$ cat src/rtl/sfs_pkg.sv
package sfs_pkg;

  typedef enum logic [1:0] {
    PH_CMD   = 2'd0,
    PH_ADDR  = 2'd1,
    PH_DUMMY = 2'd2,
    PH_DATA  = 2'd3
  } sfs_phase_e;

  typedef enum logic [1:0] {
    ST_IDLE = 2'd0,
    ST_LOW  = 2'd1,
    ST_HIGH = 2'd2,
    ST_TAIL = 2'd3
  } sfs_state_e;

  localparam logic [1:0] DIR_NONE = 2'd0;
  localparam logic [1:0] DIR_IN   = 2'd1;
  localparam logic [1:0] DIR_OUT  = 2'd2;

  localparam logic [1:0] LANE_X1 = 2'd0;
  localparam logic [1:0] LANE_X2 = 2'd1;

  function automatic logic [3:0] beats_per_byte(input logic [1:0] code);
    case (code)
      LANE_X1: beats_per_byte = 4'd8;
      LANE_X2: beats_per_byte = 4'd4;
      default: beats_per_byte = 4'd2;
    endcase
  endfunction

  function automatic logic [3:0] lane_mask(input logic [1:0] code);
    case (code)
      LANE_X1: lane_mask = 4'b0001;
      LANE_X2: lane_mask = 4'b0011;
      default: lane_mask = 4'b1111;
    endcase
  endfunction

endpackage

$ cat src/rtl/sfs_phase_plan.sv
module sfs_phase_plan
  import sfs_pkg::*;
#(
  parameter int CNT_W   = 8,
  parameter int DUMMY_W = 3,
  parameter int LEN_W   = 8
) (
  input  sfs_phase_e         cur_phase,
  input  logic [CNT_W-1:0]   cur_cnt,
  input  logic [1:0]         addr_count,
  input  logic [DUMMY_W-1:0] dummy_count,
  input  logic [1:0]         data_dir,
  input  logic [LEN_W-1:0]   data_count,
  output logic               nxt_valid,
  output sfs_phase_e         nxt_phase,
  output logic [CNT_W-1:0]   nxt_cnt
);

  logic want_addr, want_dummy, want_data;

  always_comb begin
    want_addr  = (cur_phase == PH_CMD) && (addr_count != 2'd0);
    want_dummy = ((cur_phase == PH_CMD) || (cur_phase == PH_ADDR)) &&
                 (dummy_count != '0);
    want_data  = (cur_phase != PH_DATA) &&
                 ((data_dir == DIR_IN) || (data_dir == DIR_OUT)) &&
                 (data_count != '0);

    nxt_valid = 1'b1;
    nxt_phase = cur_phase;
    nxt_cnt   = '0;
    if (cur_cnt != '0) begin
      nxt_cnt = cur_cnt - CNT_W'(1);
    end else if (want_addr) begin
      nxt_phase = PH_ADDR;
      nxt_cnt   = CNT_W'(addr_count) - CNT_W'(1);
    end else if (want_dummy) begin
      nxt_phase = PH_DUMMY;
      nxt_cnt   = CNT_W'(dummy_count) - CNT_W'(1);
    end else if (want_data) begin
      nxt_phase = PH_DATA;
      nxt_cnt   = CNT_W'(data_count) - CNT_W'(1);
    end else begin
      nxt_valid = 1'b0;
    end
  end

endmodule

$ cat src/rtl/sfs_lane_io.sv
module sfs_lane_io
  import sfs_pkg::*;
#(
  parameter int LANES = 4
) (
  input  logic             clk,
  input  logic             rst,
  input  logic [1:0]       lane_code,
  input  logic [7:0]       sh,
  input  logic             sample_en,
  input  logic [LANES-1:0] io_in,
  output logic [LANES-1:0] io_out,
  output logic [7:0]       rd_byte
);

  for (genvar i = 0; i < LANES; i++) begin : g_lane
    localparam int X2_BIT = 6 + (i % 2);
    localparam int X4_BIT = 4 + (i % 4);
    logic bit_o;
    always_comb begin
      case (lane_code)
        LANE_X1: bit_o = (i == 0) ? sh[7] : 1'b0;
        LANE_X2: bit_o = (i < 2) ? sh[X2_BIT] : 1'b0;
        default: bit_o = sh[X4_BIT];
      endcase
    end
    assign io_out[i] = bit_o;
  end

  always_ff @(posedge clk) begin
    if (rst) begin
      rd_byte <= '0;
    end else if (sample_en) begin
      case (lane_code)
        LANE_X1: rd_byte <= {rd_byte[6:0], io_in[1]};
        LANE_X2: rd_byte <= {rd_byte[5:0], io_in[1:0]};
        default: rd_byte <= {rd_byte[3:0], io_in[3:0]};
      endcase
    end
  end

endmodule

$ cat src/rtl/sflash_seq.sv
module sflash_seq
  import sfs_pkg::*;
#(
  parameter int ADDR_BYTES_MAX = 3,
  parameter int DUMMY_W        = 3,
  parameter int LEN_W          = 8
) (
  input  logic                        clk,
  input  logic                        rst,
  input  logic                        start,
  input  logic [7:0]                  op_code,
  input  logic [1:0]                  addr_count,
  input  logic [8*ADDR_BYTES_MAX-1:0] addr_value,
  input  logic [DUMMY_W-1:0]          dummy_count,
  input  logic [1:0]                  data_dir,
  input  logic [LEN_W-1:0]            data_count,
  input  logic [1:0]                  addr_lanes,
  input  logic [1:0]                  data_lanes,
  input  logic [7:0]                  wr_data,
  output logic                        wr_take,
  output logic [7:0]                  rd_data,
  output logic                        rd_valid,
  output logic                        busy,
  output logic                        done,
  output logic                        cs_n,
  output logic                        sclk,
  output logic [3:0]                  io_out,
  output logic [3:0]                  io_oe,
  input  logic [3:0]                  io_in
);

  localparam int ADDR_W = 8 * ADDR_BYTES_MAX;
  localparam int MAX_DL = (LEN_W > DUMMY_W) ? LEN_W : DUMMY_W;
  localparam int CNT_W  = (MAX_DL > 2) ? MAX_DL : 2;

  sfs_state_e         state;
  sfs_phase_e         phase;
  logic [CNT_W-1:0]   cnt;
  logic [3:0]         beats;
  logic [7:0]         sh;
  logic [1:0]         lane_r;
  logic [3:0]         oe_r;
  logic               cs_n_r, sclk_r, done_r, rd_valid_r, wr_take_r;
  logic [7:0]         rd_data_r;

  logic [1:0]         d_acnt;
  logic [ADDR_W-1:0]  d_addr;
  logic [DUMMY_W-1:0] d_dummy;
  logic [1:0]         d_dir;
  logic [LEN_W-1:0]   d_len;
  logic [1:0]         d_alane;
  logic [1:0]         d_dlane;

  logic               nxt_valid;
  sfs_phase_e         nxt_phase;
  logic [CNT_W-1:0]   nxt_cnt;
  logic [7:0]         nxt_byte;
  logic [1:0]         nxt_lane;
  logic               nxt_drive;
  logic [7:0]         sh_next;
  logic [7:0]         rd_byte;
  logic               sample_en;

  sfs_phase_plan #(
    .CNT_W  (CNT_W),
    .DUMMY_W(DUMMY_W),
    .LEN_W  (LEN_W)
  ) u_plan (
    .cur_phase  (phase),
    .cur_cnt    (cnt),
    .addr_count (d_acnt),
    .dummy_count(d_dummy),
    .data_dir   (d_dir),
    .data_count (d_len),
    .nxt_valid  (nxt_valid),
    .nxt_phase  (nxt_phase),
    .nxt_cnt    (nxt_cnt)
  );

  assign sample_en = (state == ST_LOW) && (phase == PH_DATA) && (d_dir == DIR_IN);

  sfs_lane_io #(
    .LANES(4)
  ) u_lanes (
    .clk      (clk),
    .rst      (rst),
    .lane_code(lane_r),
    .sh       (sh),
    .sample_en(sample_en),
    .io_in    (io_in),
    .io_out   (io_out),
    .rd_byte  (rd_byte)
  );

  // Byte, lane width and drive choice for the byte that follows
  always_comb begin
    nxt_byte  = 8'h00;
    nxt_lane  = LANE_X1;
    nxt_drive = 1'b0;
    case (nxt_phase)
      PH_ADDR: begin
        nxt_byte  = d_addr[{nxt_cnt[1:0], 3'b000} +: 8];
        nxt_lane  = d_alane;
        nxt_drive = 1'b1;
      end
      PH_DUMMY: begin
        nxt_lane  = d_alane;
      end
      PH_DATA: begin
        nxt_byte  = (d_dir == DIR_OUT) ? wr_data : 8'h00;
        nxt_lane  = d_dlane;
        nxt_drive = (d_dir == DIR_OUT);
      end
      default: ;
    endcase
  end

  always_comb begin
    case (lane_r)
      LANE_X1: sh_next = {sh[6:0], 1'b0};
      LANE_X2: sh_next = {sh[5:0], 2'b00};
      default: sh_next = {sh[3:0], 4'b0000};
    endcase
  end

  always_ff @(posedge clk) begin
    if (rst) begin
      state      <= ST_IDLE;
      phase      <= PH_CMD;
      cnt        <= '0;
      beats      <= '0;
      sh         <= '0;
      lane_r     <= LANE_X1;
      oe_r       <= '0;
      cs_n_r     <= 1'b1;
      sclk_r     <= 1'b0;
      done_r     <= 1'b0;
      rd_valid_r <= 1'b0;
      wr_take_r  <= 1'b0;
      rd_data_r  <= '0;
      d_acnt     <= '0;
      d_addr     <= '0;
      d_dummy    <= '0;
      d_dir      <= DIR_NONE;
      d_len      <= '0;
      d_alane    <= LANE_X1;
      d_dlane    <= LANE_X1;
    end else begin
      done_r     <= 1'b0;
      rd_valid_r <= 1'b0;
      wr_take_r  <= 1'b0;
      case (state)
        ST_IDLE: begin
          if (start) begin
            d_acnt  <= addr_count;
            d_addr  <= addr_value;
            d_dummy <= dummy_count;
            d_dir   <= data_dir;
            d_len   <= data_count;
            d_alane <= addr_lanes;
            d_dlane <= data_lanes;
            cs_n_r  <= 1'b0;
            phase   <= PH_CMD;
            cnt     <= '0;
            sh      <= op_code;
            lane_r  <= LANE_X1;
            beats   <= beats_per_byte(LANE_X1);
            oe_r    <= lane_mask(LANE_X1);
            state   <= ST_LOW;
          end
        end
        ST_LOW: begin
          sclk_r <= 1'b1;
          state  <= ST_HIGH;
        end
        ST_HIGH: begin
          sclk_r <= 1'b0;
          if (beats != 4'd1) begin
            beats <= beats - 4'd1;
            sh    <= sh_next;
            state <= ST_LOW;
          end else begin
            if ((phase == PH_DATA) && (d_dir == DIR_IN)) begin
              rd_valid_r <= 1'b1;
              rd_data_r  <= rd_byte;
            end
            if (nxt_valid) begin
              phase     <= nxt_phase;
              cnt       <= nxt_cnt;
              sh        <= nxt_byte;
              lane_r    <= nxt_lane;
              beats     <= beats_per_byte(nxt_lane);
              oe_r      <= nxt_drive ? lane_mask(nxt_lane) : 4'b0000;
              wr_take_r <= (nxt_phase == PH_DATA) && (d_dir == DIR_OUT);
              state     <= ST_LOW;
            end else begin
              oe_r  <= 4'b0000;
              state <= ST_TAIL;
            end
          end
        end
        ST_TAIL: begin
          cs_n_r <= 1'b1;
          done_r <= 1'b1;
          state  <= ST_IDLE;
        end
        default: state <= ST_IDLE;
      endcase
    end
  end

  assign busy     = (state != ST_IDLE);
  assign done     = done_r;
  assign cs_n     = cs_n_r;
  assign sclk     = sclk_r;
  assign io_oe    = oe_r;
  assign rd_valid = rd_valid_r;
  assign rd_data  = rd_data_r;
  assign wr_take  = wr_take_r;

endmodule

$ cat config.mk
export PLATFORM = sky130hd
export DESIGN_NAME = sflash_seq
export DESIGN_NICKNAME = d
export VERILOG_FILES = /design/src/rtl/sfs_pkg.sv /design/src/rtl/sfs_phase_plan.sv /design/src/rtl/sfs_lane_io.sv /design/src/rtl/sflash_seq.sv
export SDC_FILE = /design/constraint.sdc
export NUM_CORES = 1
export LEC_CHECK = 0
export ABC_CLOCK_PERIOD_IN_PS = 4600
export BUFFER_PORTS_ARGS = -buffer_cell sky130_fd_sc_hd__buf_4
export CAP_MARGIN = 40
export CORE_ASPECT_RATIO = 1.75
export CORE_MARGIN = 3
export CORE_UTILIZATION = 56
export CTS_BUF_LIST = sky130_fd_sc_hd__clkbuf_16
export DETAILED_ROUTE_END_ITERATION = 10
export PLACE_DENSITY = 0.8
export SYNTH_ARGS = -nofsm -noshare
export SYNTH_HDL_FRONTEND = slang
export SYNTH_SLANG_ARGS = --single-unit
$ cat constraint.sdc
create_clock -name clk -period 4.6 [get_ports clk]
set_clock_uncertainty 0.15 [all_clocks]
set_input_delay 0.92 -clock clk [delete_from_list [all_inputs] [get_ports clk]]
set_output_delay 0.92 -clock clk [all_outputs]
set_load 0.01 [all_outputs]
==> metrics <==
Setup CP Type=flip-flop to flip-flop; Final setup viols=0; Fin. Hold Viols=0; reg2reg setup slack=approximately 1.1 ns; total number of vias=approximately 4600; P_leak=0.00234 µW; I/O Pins=about 90; syn_area_per_cell=between 7 and 8 µm²; DP HPWL=approximately 9100 µm; Hold Path Stages=2; Synth area leader=dfxtp_1; drt via density=between 5 and 6; Final nets=between 700 and 800; initial antenna violation count=0; Worst Hold Path EP=d_addr[22]; drt pass-1 iters=5; clock tree sinks=between 90 and 100; setup TNS=0 ns; CP endpoint kind=flip-flop; post-route cell area=just under 6000 µm²; Reg clk slew, reported paths=0.07 ns; die height=~130 µm; R2R Path End=io_oe[0]; first-pass GRT wire length=20100 µm; DIE AREA=just under 10000 µm²; top_reg_cell synth=dfxtp_1; cts hold-fix bufs=0; GRT Residual Overflow=0; GR Util All Layers=0.252; maximum number of pins on one net before global-route repair=91; Placed Area=approximately 5600 µm²; Routed Antenna Nets=0; 1st-iter DRT viols=slightly above 500; period utilization=0.757; top-count cell post-synth=nand2_1; Synth async-reset ratio=0; core box area=~8400 µm²; Synth top area share=0.380; HP Class=flip-flop to flip-flop; DRC violations left=0; cts bufs inserted=9; WHS=0.302 ns; r2r worst-path depth=13; r2r startpoint=cnt[0]; CP arrival=3.56 ns; ANT cells=0; number of cells produced by synthesis=roughly 620; Layout area overhead=20.9%; Seq/Total Area, Yosys=0.380; Post-Syn Area=4890 µm²; Post-synth EDFFs=0; FF+latch count, synth=93; CP required=4.67 ns; max-slew violation count=0; num rows=44; post-DR wirelength/cell=around 15 µm; most instantiated cells after synthesis=nand2_1, a21oi_1, dfxtp_1; yosys warns=0; Worst IR Drop VDD=around 0.24 mV; Util after Layout=0.702; Pwr per Cell Area=between 400 and 500 nW/µm²; Setup Fix Bufs, Post-CTS=0; Initial Util=0.581; CTS Root Cell=clkbuf_16; clk buf depth=2; RSZ-0062 raised after global routing=no; layout cells sized above 1=0.193; # Max-Cap Violations=0; Slew @ Worst Pin=0.827 ns; H-tree depth=3; clk_lat worst skew=about 0.35 ns; hold_sp=d_addr[22]; Yosys cell types=60; Max-slew headroom=0.444; die span in x=between 70 and 80 µm; Routed WL=around 12000 µm; Max Clock Freq=roughly 290 MHz; Post-Syn Nets=708; critical-path maximum fanout=10; TritonCTS clock tree=yes; synth top area cells=dfxtp_1, a21oi_1, nand2_1; min Tclk post-route=between 3 and 4 ns; Port Buffers=87; startpoint types=flip-flop; outcome=finished clean; gpl congestion=between 0.9 and 1; number of global-route vias before repair=roughly 4400; post-cts gate resize count=0
## final cells by class
cell class                 count  area (µm²)
fill                         705        2510
clock buffer                   9         225
inverter                      23        86.3
timing repair buffer          94         726
multi-input combinational    469        2770
sequential                    93        1860
tap                          115         144
clock inverter                 7        98.8
## sequential cells by signal (all words and copies together) (netlist names), 4 cells and up
signal           flops
d_addr              24
rd_data              8
d_len                8
u_lanes.rd_byte      8
cnt                  8
sh                   8
beats                4
## cell usage in the layout (no fill, tap or decap), types with 2 or more instances in the layout
cell       instances
o22ai_1           10
clkbuf_16          9
a222oi_1           6
mux2i_1           21
a211oi_1           3
nand3_1            6
o21ai_1            4
and2_1             7
a32oi_1            4
dfxtp_1           93
o31ai_1            2
nor2_1            70
a22oi_1            8
a21oi_1           98
nand4_1            2
ha_1              18
clkinv_4           3
xnor2_1            6
or2_2              2
buf_4             93
or3_1              5
nor4_2             2
nor2b_1            2
nand2b_1           6
or4_4              2
a211o_1            6
nor3_1            12
mux2_2             8
a221oi_1           2
o21ai_0           18
bufinv_16          2
nand2_1          108
and3_1             2
nor3b_1            2
inv_1             22
nor4_1             2
xor2_1             3
clkinv_1           2
## cell families after synthesis
group                    synth area share
AO/OA/AOI/OAI                       0.217
XOR/XNOR                           0.0161
adder cells (fa/ha/maj)            0.0460
buffers and inverters              0.0527
flip-flops                          0.380
multiplexers                       0.0614
AND/OR/NAND/NOR                     0.227
## power by group
part | switching [µW] | leakage, µW | internal (µW)
Clock | 320 | 0.000158 | 479
Sequential | 55.3 | 0.000759 | 868
Combinational | 390 | 0.00142 | 262
Total | 765 | 0.00234 | 1610
## routing by layer
metal / global-route usage / share of wire
met1: 0.280 / 0.38
met2: 0.454 / 0.53
met3: 0.0417 / 0.057
met4: 0.143 / 0.038
met5: 0 / 0
## critical path, stage by stage, from the launching register on
cell and delay [ns]:
dfxtp_1 0.34, inv_1 0.09, ha_1 0.17, or3b_2 0.52, nor3_4 0.36, a22oi_1 0.11, o21ai_1 0.24, inv_1 0.13
ha_1 0.25, and2_1 0.28, or2_2 0.35, nor3b_1 0.15, o22ai_1 0.16, nor2_1 0.06
## metrics by stage
| stage | std cells | setup slack [ns] | power, µW |
|---|---|---|---|
| after floorplan | 624 | 1.41 | 1390 |
| after global placement | 791 | 1.27 | 1550 |
| after detailed placement | 794 | 1.17 | 1580 |
| after CTS | 810 | 1.15 | 2380 |
| after global routing | 810 | 0.859 | 2480 |
| final | 810 | 1.12 | 2370 |
## how the worst max path moves through the flow
stage                      start       end  depth (start not counted)
final                     cnt[0]  io_oe[0]                         13
after global routing      cnt[0]  io_oe[0]                         13
after CTS                 cnt[0]  io_oe[0]                         13
after detailed placement  cnt[0]  io_oe[0]                         13
after global placement    cnt[0]  io_oe[0]                         13
after floorplan           cnt[0]  io_oe[0]                         14
Power figures use the tool's default switching activity.
